### src/rtl/nwa_pkg.sv
package nwa_pkg;

  typedef enum logic [1:0] {
    WIN_NONE = 2'd0,
    WIN_CMD  = 2'd1,
    WIN_ADR  = 2'd2,
    WIN_DAT  = 2'd3
  } nwa_win_e;

  // Host size codes: 0 byte, 1 halfword, 2 and 3 word
  localparam logic [1:0] SZ_BYTE = 2'd0;
  localparam logic [1:0] SZ_HALF = 2'd1;

  // Index of the final device beat for a size code and device width
  function automatic logic [1:0] nwa_last_beat(input logic [1:0] size, input logic wide);
    logic [1:0] r;
    if (wide) r = size[1] ? 2'd1 : 2'd0;
    else      r = size[1] ? 2'd3 : (size[0] ? 2'd1 : 2'd0);
    return r;
  endfunction

endpackage

### src/rtl/nwa_decode.sv
module nwa_decode
  import nwa_pkg::*;
#(
  parameter int ADDR_W    = 12,
  parameter int NUM_CS    = 8,
  parameter int CS_W      = 3,
  parameter int CS_BASE   = 'h60,
  parameter int CS_STRIDE = 'h30,
  parameter int CMD_OFS   = 'h1C,
  parameter int ADR_OFS   = 'h20,
  parameter int DAT_OFS   = 'h24
) (
  input  logic [ADDR_W-1:0] addr,
  output logic              hit,
  output nwa_win_e          win,
  output logic [CS_W-1:0]   cs
);

  localparam int WORD_W = ADDR_W - 2;

  logic     hit_cs [NUM_CS];
  nwa_win_e win_cs [NUM_CS];

  for (genvar i = 0; i < NUM_CS; i++) begin : g_cs
    localparam logic [ADDR_W-1:0] BASE_I = ADDR_W'(CS_BASE + i * CS_STRIDE);
    localparam logic [WORD_W-1:0] CMD_W  = WORD_W'(CMD_OFS / 4);
    localparam logic [WORD_W-1:0] ADR_W  = WORD_W'(ADR_OFS / 4);
    localparam logic [WORD_W-1:0] DAT_W  = WORD_W'(DAT_OFS / 4);
    logic [ADDR_W-1:0] off;
    logic              above;
    assign off   = addr - BASE_I;
    assign above = (addr >= BASE_I);
    always_comb begin
      win_cs[i] = WIN_NONE;
      if (above) begin
        if (off[ADDR_W-1:2] == CMD_W)      win_cs[i] = WIN_CMD;
        else if (off[ADDR_W-1:2] == ADR_W) win_cs[i] = WIN_ADR;
        else if (off[ADDR_W-1:2] == DAT_W) win_cs[i] = WIN_DAT;
      end
      hit_cs[i] = (win_cs[i] != WIN_NONE);
    end
  end

  always_comb begin
    hit = 1'b0;
    win = WIN_NONE;
    cs  = '0;
    for (int i = 0; i < NUM_CS; i++) begin
      if (hit_cs[i] && !hit) begin
        hit = 1'b1;
        win = win_cs[i];
        cs  = CS_W'(i);
      end
    end
  end

endmodule

### src/rtl/nwa_cfg_sel.sv
module nwa_cfg_sel #(
  parameter int NUM_CS    = 8,
  parameter int CS_W      = 3,
  parameter int CFG_W     = 32,
  parameter int TYPE_LSB  = 10,
  parameter int WIDTH_BIT = 12
) (
  input  logic [NUM_CS*CFG_W-1:0] cs_cfg,
  input  logic [CS_W-1:0]         cs,
  output logic                    is_nand,
  output logic                    wide
);

  localparam logic [1:0] TYPE_NAND = 2'b10;

  logic [CFG_W-1:0] words [NUM_CS];
  logic [CFG_W-1:0] sel;

  for (genvar i = 0; i < NUM_CS; i++) begin : g_word
    assign words[i] = cs_cfg[i*CFG_W +: CFG_W];
  end

  assign sel     = words[cs];
  assign is_nand = (sel[TYPE_LSB +: 2] == TYPE_NAND);
  assign wide    = sel[WIDTH_BIT];

endmodule

### src/rtl/nwa_seq.sv
module nwa_seq
  import nwa_pkg::*;
#(
  parameter int CS_W = 3
) (
  input  logic            clk,
  input  logic            rst_n,
  input  logic            acc_req,
  input  logic            acc_we,
  input  logic [1:0]      acc_size,
  input  logic [31:0]     acc_wdata,
  input  logic            acc_hit,
  input  nwa_win_e        acc_win,
  input  logic [CS_W-1:0] acc_cs,
  input  logic            acc_nand,
  input  logic            acc_wide,
  input  logic            acc_badw,
  input  logic            dev_ack,
  output logic            dev_req,
  output logic            dev_we,
  output logic            dev_cle,
  output logic            dev_ale,
  output logic            dev_wide,
  output logic [CS_W-1:0] dev_cs,
  output logic [15:0]     dev_wdata,
  output logic            done,
  output logic            badw,
  output logic            ready,
  output logic [1:0]      beat_idx,
  output logic            rd_cap,
  output logic            rd_clr,
  output logic            rd_narrow
);

  logic            busy_q, busy_d;
  logic [1:0]      idx_q, idx_d;
  logic [1:0]      last_q;
  logic            done_q, done_d;
  logic            bad_q, bad_d;
  logic            we_q, wide_q;
  logic [1:0]      size_q;
  nwa_win_e        win_q;
  logic [CS_W-1:0] cs_q;
  logic [31:0]     wdata_q;
  logic            take, do_io;

  assign take  = acc_req && !busy_q;
  assign do_io = acc_hit && acc_nand && (acc_we || acc_win == WIN_DAT) && !acc_badw;

  always_comb begin
    busy_d = busy_q;
    idx_d  = idx_q;
    done_d = 1'b0;
    bad_d  = 1'b0;
    if (take) begin
      if (do_io) begin
        busy_d = 1'b1;
        idx_d  = 2'd0;
      end else begin
        done_d = 1'b1;
        bad_d  = acc_badw;
      end
    end else if (busy_q && dev_ack) begin
      if (idx_q == last_q) begin
        busy_d = 1'b0;
        done_d = 1'b1;
      end else begin
        idx_d = idx_q + 2'd1;
      end
    end
  end

  always_ff @(posedge clk or negedge rst_n) begin
    if (!rst_n) begin
      busy_q <= 1'b0;
      idx_q  <= 2'd0;
      done_q <= 1'b0;
      bad_q  <= 1'b0;
    end else begin
      busy_q <= busy_d;
      idx_q  <= idx_d;
      done_q <= done_d;
      bad_q  <= bad_d;
    end
  end

  // Access attributes, loaded only when an access is taken
  always_ff @(posedge clk or negedge rst_n) begin
    if (!rst_n) begin
      we_q    <= 1'b0;
      wide_q  <= 1'b0;
      size_q  <= SZ_BYTE;
      win_q   <= WIN_NONE;
      cs_q    <= '0;
      wdata_q <= '0;
      last_q  <= 2'd0;
    end else if (take) begin
      we_q    <= acc_we;
      wide_q  <= acc_wide;
      size_q  <= acc_size;
      win_q   <= acc_win;
      cs_q    <= acc_cs;
      wdata_q <= acc_wdata;
      last_q  <= nwa_last_beat(acc_size, acc_wide);
    end
  end

  always_comb begin
    if (wide_q) dev_wdata = wdata_q[{idx_q[0], 4'b0000} +: 16];
    else        dev_wdata = {8'h00, wdata_q[{idx_q, 3'b000} +: 8]};
  end

  assign dev_req   = busy_q;
  assign dev_we    = we_q;
  assign dev_cle   = busy_q && we_q && (win_q == WIN_CMD);
  assign dev_ale   = busy_q && we_q && (win_q == WIN_ADR);
  assign dev_wide  = wide_q;
  assign dev_cs    = cs_q;
  assign done      = done_q;
  assign badw      = bad_q;
  assign ready     = !busy_q;
  assign beat_idx  = idx_q;
  assign rd_cap    = busy_q && dev_ack && !we_q;
  assign rd_clr    = take;
  assign rd_narrow = wide_q && (size_q == SZ_BYTE);

endmodule

### src/rtl/nwa_gather.sv
module nwa_gather (
  input  logic        clk,
  input  logic        rst_n,
  input  logic        clr,
  input  logic        cap,
  input  logic        wide,
  input  logic        narrow,
  input  logic [1:0]  idx,
  input  logic [15:0] beat,
  output logic [31:0] word
);

  logic [31:0] word_q, word_d;

  always_comb begin
    word_d = word_q;
    if (clr) begin
      word_d = '0;
    end else if (cap) begin
      if (wide) word_d[{idx[0], 4'b0000} +: 16] = narrow ? {8'h00, beat[7:0]} : beat;
      else      word_d[{idx, 3'b000} +: 8]      = beat[7:0];
    end
  end

  always_ff @(posedge clk or negedge rst_n) begin
    if (!rst_n) word_q <= '0;
    else        word_q <= word_d;
  end

  assign word = word_q;

endmodule

### src/rtl/nand_width_adapter.sv
module nand_width_adapter
  import nwa_pkg::*;
#(
  parameter int ADDR_W    = 12,
  parameter int NUM_CS    = 8,
  parameter int CFG_W     = 32,
  parameter int CS_BASE   = 'h60,
  parameter int CS_STRIDE = 'h30,
  parameter int CMD_OFS   = 'h1C,
  parameter int ADR_OFS   = 'h20,
  parameter int DAT_OFS   = 'h24,
  parameter int TYPE_LSB  = 10,
  parameter int WIDTH_BIT = 12,
  localparam int CS_W     = (NUM_CS > 1) ? $clog2(NUM_CS) : 1
) (
  input  logic                    clk,
  input  logic                    rst_n,
  input  logic                    hst_req,
  input  logic                    hst_we,
  input  logic [ADDR_W-1:0]       hst_addr,
  input  logic [1:0]              hst_size,
  input  logic [31:0]             hst_wdata,
  output logic                    hst_ready,
  output logic                    hst_done,
  output logic                    hst_badwidth,
  output logic [31:0]             hst_rdata,
  input  logic [NUM_CS*CFG_W-1:0] cs_cfg,
  output logic                    dev_req,
  output logic                    dev_we,
  output logic                    dev_cle,
  output logic                    dev_ale,
  output logic                    dev_wide,
  output logic [CS_W-1:0]         dev_cs,
  output logic [15:0]             dev_wdata,
  input  logic                    dev_ack,
  input  logic [15:0]             dev_rdata
);

  // Reset: asserted asynchronously, released on the clock
  logic [1:0] rst_sync_q;
  logic       rst_int_n;

  always_ff @(posedge clk or negedge rst_n) begin
    if (!rst_n) rst_sync_q <= 2'b00;
    else        rst_sync_q <= {rst_sync_q[0], 1'b1};
  end
  assign rst_int_n = rst_sync_q[1];

  logic            win_hit;
  nwa_win_e        win_sel;
  logic [CS_W-1:0] win_cs;
  logic            cfg_nand, cfg_wide;
  logic            narrow_bad;
  logic [1:0]      beat_idx;
  logic            rd_cap, rd_clr, rd_narrow;

  nwa_decode #(
    .ADDR_W(ADDR_W), .NUM_CS(NUM_CS), .CS_W(CS_W), .CS_BASE(CS_BASE),
    .CS_STRIDE(CS_STRIDE), .CMD_OFS(CMD_OFS), .ADR_OFS(ADR_OFS), .DAT_OFS(DAT_OFS)
  ) u_decode (
    .addr (hst_addr),
    .hit  (win_hit),
    .win  (win_sel),
    .cs   (win_cs)
  );

  nwa_cfg_sel #(
    .NUM_CS(NUM_CS), .CS_W(CS_W), .CFG_W(CFG_W),
    .TYPE_LSB(TYPE_LSB), .WIDTH_BIT(WIDTH_BIT)
  ) u_cfg (
    .cs_cfg  (cs_cfg),
    .cs      (win_cs),
    .is_nand (cfg_nand),
    .wide    (cfg_wide)
  );

  // Narrow host access (size code 0 or 1) outside every window
  assign narrow_bad = !hst_size[1] && !win_hit;

  nwa_seq #(.CS_W(CS_W)) u_seq (
    .clk       (clk),
    .rst_n     (rst_int_n),
    .acc_req   (hst_req),
    .acc_we    (hst_we),
    .acc_size  (hst_size),
    .acc_wdata (hst_wdata),
    .acc_hit   (win_hit),
    .acc_win   (win_sel),
    .acc_cs    (win_cs),
    .acc_nand  (cfg_nand),
    .acc_wide  (cfg_wide),
    .acc_badw  (narrow_bad),
    .dev_ack   (dev_ack),
    .dev_req   (dev_req),
    .dev_we    (dev_we),
    .dev_cle   (dev_cle),
    .dev_ale   (dev_ale),
    .dev_wide  (dev_wide),
    .dev_cs    (dev_cs),
    .dev_wdata (dev_wdata),
    .done      (hst_done),
    .badw      (hst_badwidth),
    .ready     (hst_ready),
    .beat_idx  (beat_idx),
    .rd_cap    (rd_cap),
    .rd_clr    (rd_clr),
    .rd_narrow (rd_narrow)
  );

  nwa_gather u_gather (
    .clk    (clk),
    .rst_n  (rst_int_n),
    .clr    (rd_clr),
    .cap    (rd_cap),
    .wide   (dev_wide),
    .narrow (rd_narrow),
    .idx    (beat_idx),
    .beat   (dev_rdata),
    .word   (hst_rdata)
  );

endmodule

### config.mk
export PLATFORM = sky130hd
export DESIGN_NAME = nand_width_adapter
export DESIGN_NICKNAME = d
export VERILOG_FILES = /design/src/rtl/nwa_pkg.sv /design/src/rtl/nwa_decode.sv /design/src/rtl/nwa_cfg_sel.sv /design/src/rtl/nwa_seq.sv /design/src/rtl/nwa_gather.sv /design/src/rtl/nand_width_adapter.sv
export SDC_FILE = /design/constraint.sdc
export NUM_CORES = 1
export LEC_CHECK = 0
export CORE_AREA = 5 5 146 148
export DETAILED_ROUTE_END_ITERATION = 7
export DIE_AREA = 0 0 151 153
export DONT_BUFFER_PORTS = 1
export MAX_ROUTING_LAYER = met4
export PLACE_DENSITY_LB_ADDON = 0.1
export SYNTH_ARGS = -nofsm -noshare
export SYNTH_HDL_FRONTEND = slang
export SYNTH_SLANG_ARGS = --single-unit
export TNS_END_PERCENT = 100
### constraint.sdc
create_clock -name clk -period 3.5 [get_ports clk]
set_input_delay 0.7 -clock clk [delete_from_list [all_inputs] [get_ports clk]]
set_output_delay 0.7 -clock clk [all_outputs]
set_load 0.01 [all_outputs]
==> flow_metrics.env <==
export IMPL_syn_num_nets=994
export IMPL_hpwl_um=13900
export IMPL_synthTopCellsByArea="dfrtp_1 (38%), nand2_1 (13%), mux2i_1 (5.2%)"
export IMPL_finalSetupViolCount=0
export IMPL_finalSetupTns_ns=0
export IMPL_fmax_ghz=0.322
export IMPL_status="completed"
export IMPL_tightest_slew_ns=1.08
export IMPL_async_reset_ff_share_pct=100
export IMPL_vias=4795
export IMPL_fp_dieW_um=151
export IMPL_drt_wirelength_per_cell_um=19.9
export IMPL_grt_max_degree=81
export IMPL_dr_pass1_iters=5
export IMPL_grt_use_total_pct=16.4
export IMPL_post_cts_resized=0
export IMPL_cts_max_level=3
export IMPL_clkSlewWorstSetupHoldPaths_ns=0.07
export IMPL_cp_start_kind="input port"
export IMPL_worstPathArrival_ns=3.30
export IMPL_ys_seq_area_share_pct=38.4
export IMPL_die_h_um=153
export IMPL_clk_latency_ns=0.35
export IMPL_cap_violations=0
export IMPL_dp_worst_setup_slack_ns=0.0229
export IMPL_hp_class="input port to asynchronous set/reset pin"
export IMPL_cp_max_fo=16
export IMPL_grtUsageMet2_pct=21.8
export IMPL_grt_pass1_vias=4786
export IMPL_grt_pass1_wl_um=28400
export IMPL_postRouteAntennaNets=0
export IMPL_synth_top_area_share_pct=38.4
export IMPL_p_leak_nw=2.55
export IMPL_fin_nets=991
export IMPL_crit_start="hst_addr[8]"
export IMPL_dieArea_um2=23100
export IMPL_timing_rr_start="u_seq.beat_idx[0]$_DFFE_PN0P_"
export IMPL_p_per_area_nw_per_um2=519
export IMPL_grt_setup_unrepaired="no"
export IMPL_synth_enable_flop_cells=0
export IMPL_antenna_found_initial=0
export IMPL_finClkSkew_ns=0.0102
export IMPL_cts_tree="built"
export IMPL_layout_commonest_cell="nand2_1"
export IMPL_cts_buffers=9
export IMPL_grt_use_met3_pct=9.48
export IMPL_viasPerCell=5.16
export IMPL_vdd_drop_max_mv=0.230
export IMPL_slew_violations=0
export IMPL_ys_warn_count=0
export IMPL_ios=382
export IMPL_grt_use_met1_pct=20.9
export IMPL_maxSlewHeadroom_pct=28.2
export IMPL_cp_required_ns=3.70
export IMPL_start_util_pct=26.8
export IMPL_worst_slack_ns=0.396
export IMPL_gp_congestion=0.913
export IMPL_core_area_um2=19900
export IMPL_busiest_layer="met2"
export IMPL_clockBufferDepth=2
export IMPL_finalWirelength_um=18500
export IMPL_syn_avg_cell_area_um2=8.12
export IMPL_synthToLayoutAreaGrowth_pct=12.5
export IMPL_endpoint_kind="flip-flop"
export IMPL_fin_crit_sh_pct=88.7
export IMPL_final_layout_size_suffix_gt1_share_pct=8.64
export IMPL_period_needed_ns=3.10
export IMPL_cts_sinks=82
export IMPL_overflow=0
export IMPL_io_buffers=0
export IMPL_synthFlopType="dfrtp_1"
export IMPL_initialDrtViolationCount=329
export IMPL_n_antenna_cell=0
export IMPL_critical_path_class="input port to flip-flop"
export IMPL_ctsHoldBuffers=0
export IMPL_post_cts_buffers=0
export IMPL_synth_top_area_cell="dfrtp_1"
export IMPL_cts_root_buf="clkbuf_16"
export IMPL_synthCells=658
export IMPL_final_cell_mix="nand2_1 (183), dfrtp_1 (81), o21ai_0 (51)"
export IMPL_yosysUniqueCellTypes=73
export IMPL_fillCellCount=2169
export IMPL_drc_errors=0
export IMPL_rows=52
export IMPL_netlist_area_um2=5350
export IMPL_finalHoldViolations=0
export IMPL_ys_ff_latch=82
-- kinds of logic after synthesis --
family	after synthesis	share of synthesized area, %
other	1	0.0702
adders and majority gates	13	3.04
DFF	82	38.4
and+or+nand+nor	313	26.8
xor gates and xnor gates	9	1.47
muxes	28	5.24
AOI/OAI and AO/OA	159	20.8
buffers and inverters	53	4.24
-- area by class of cell --
class	instances	area, µm²	share of cell area, %
clock buffer	10	239	3.98
timing repair buffer	22	165	2.75
clock inverter	6	72.6	1.21
tap	270	338	5.62
multi-input combinational	523	3080	51.2
inverter	17	63.8	1.06
sequential	82	2060	34.2
-- power breakdown --
| group | total [mW] | leakage (nW) | internal [mW] | switching, mW |
|---|---|---|---|---|
| Combinational | 0.855 | 1.36 | 0.301 | 0.554 |
| Clock | 0.988 | 0.150 | 0.580 | 0.409 |
| Sequential | 1.28 | 1.04 | 1.08 | 0.199 |
| Total | 3.12 | 2.55 | 1.96 | 1.16 |
-- synthesized netlist by cell type, types with 3 or more instances --
cell and count:
dfrtp_1 82, a31oi_1 5, a211o_1 3, and3_1 3, xor2_1 4, o21ai_1 4, mux2i_1 28, nand2_1 184
o211ai_1 3, buf_2 7, buf_1 5, a32oi_1 16, o21ai_0 51, ha_1 13, o22ai_1 3, o21a_1 3
nor3_1 11, a21o_1 6, xnor2_1 5, clkbuf_1 21, nand3_1 19, nor3b_1 5, a21oi_1 27, nor2b_1 16
nor4_1 6, nand2b_1 9, o311ai_0 3, inv_1 16, nand4_1 6, o31ai_1 3, nor2_1 32
-- final timing paths --
kind / to / slack, ns / cells after the start
hold reg to reg: rst_sync_q[1]$_DFF_PN0_ / 0.37 / 0
setup reg to reg: u_gather.word[2]$_DFFE_PN0P_ / 1.26 / 7
min in group clk: rst_sync_q[1]$_DFF_PN0_ / 0.37 / 0
setup / recovery: u_seq.beat_idx[0]$_DFFE_PN0P_ / 0.40 / 11
max in group asynchronous: u_gather.word[5]$_DFFE_PN0P_ / 2.27 / 0
hold / removal: rst_sync_q[0]$_DFF_PN0_ / 0.04 / 0
-- metal layers --
metal	up-vias	share of wire (%)
met3	31	14
met4	0	2.2
met1	2261	42
met5	-	0
met2	186	41
li1	2317	-
-- stage by stage --
| stage | instance area (µm²) | utilization, % | std cells | power [mW] | hold WS (ns) |
|---|---|---|---|---|---|
| global placement | 5700 | 28.6 | 914 | 2.15 | 0.346 |
| CTS | 6010 | 30.2 | 930 | 3.18 | 0.0191 |
| global route | 6010 | 30.2 | 930 | 3.34 | 0.0154 |
| finish | 6010 | 30.2 | 930 | 3.12 | 0.0387 |
| floorplan | 5350 | - | 658 | 1.89 | 0.331 |
| detailed placement | 5700 | 28.6 | 914 | 2.16 | 0.345 |
-- worst max-delay path, cell delays in order --
cell,delay [ns]
inv_1,0.03
ha_1,0.24
nor3_1,0.25
and4_1,0.24
nor3_1,0.05
or3_1,0.46
o22ai_2,0.32
nor2_2,0.11
o311ai_0,0.33
and4bb_1,0.40
a41oi_1,0.14
-- sequential cells by signal, summed over array words and instances, names as in the netlist --
signal	count
u_seq.dev_we	1
u_seq.win_q	2
u_seq.beat_idx	2
u_seq.dev_req	1
u_seq.last_q	2
u_seq.dev_cs	3
u_seq.badw	1
u_seq.dev_wide	1
u_seq.size_q	2
u_gather.word	32
rst_sync_q	2
u_seq.done	1
u_seq.wdata_q	32
No activity file was read; power rests on OpenSTA's default activity.
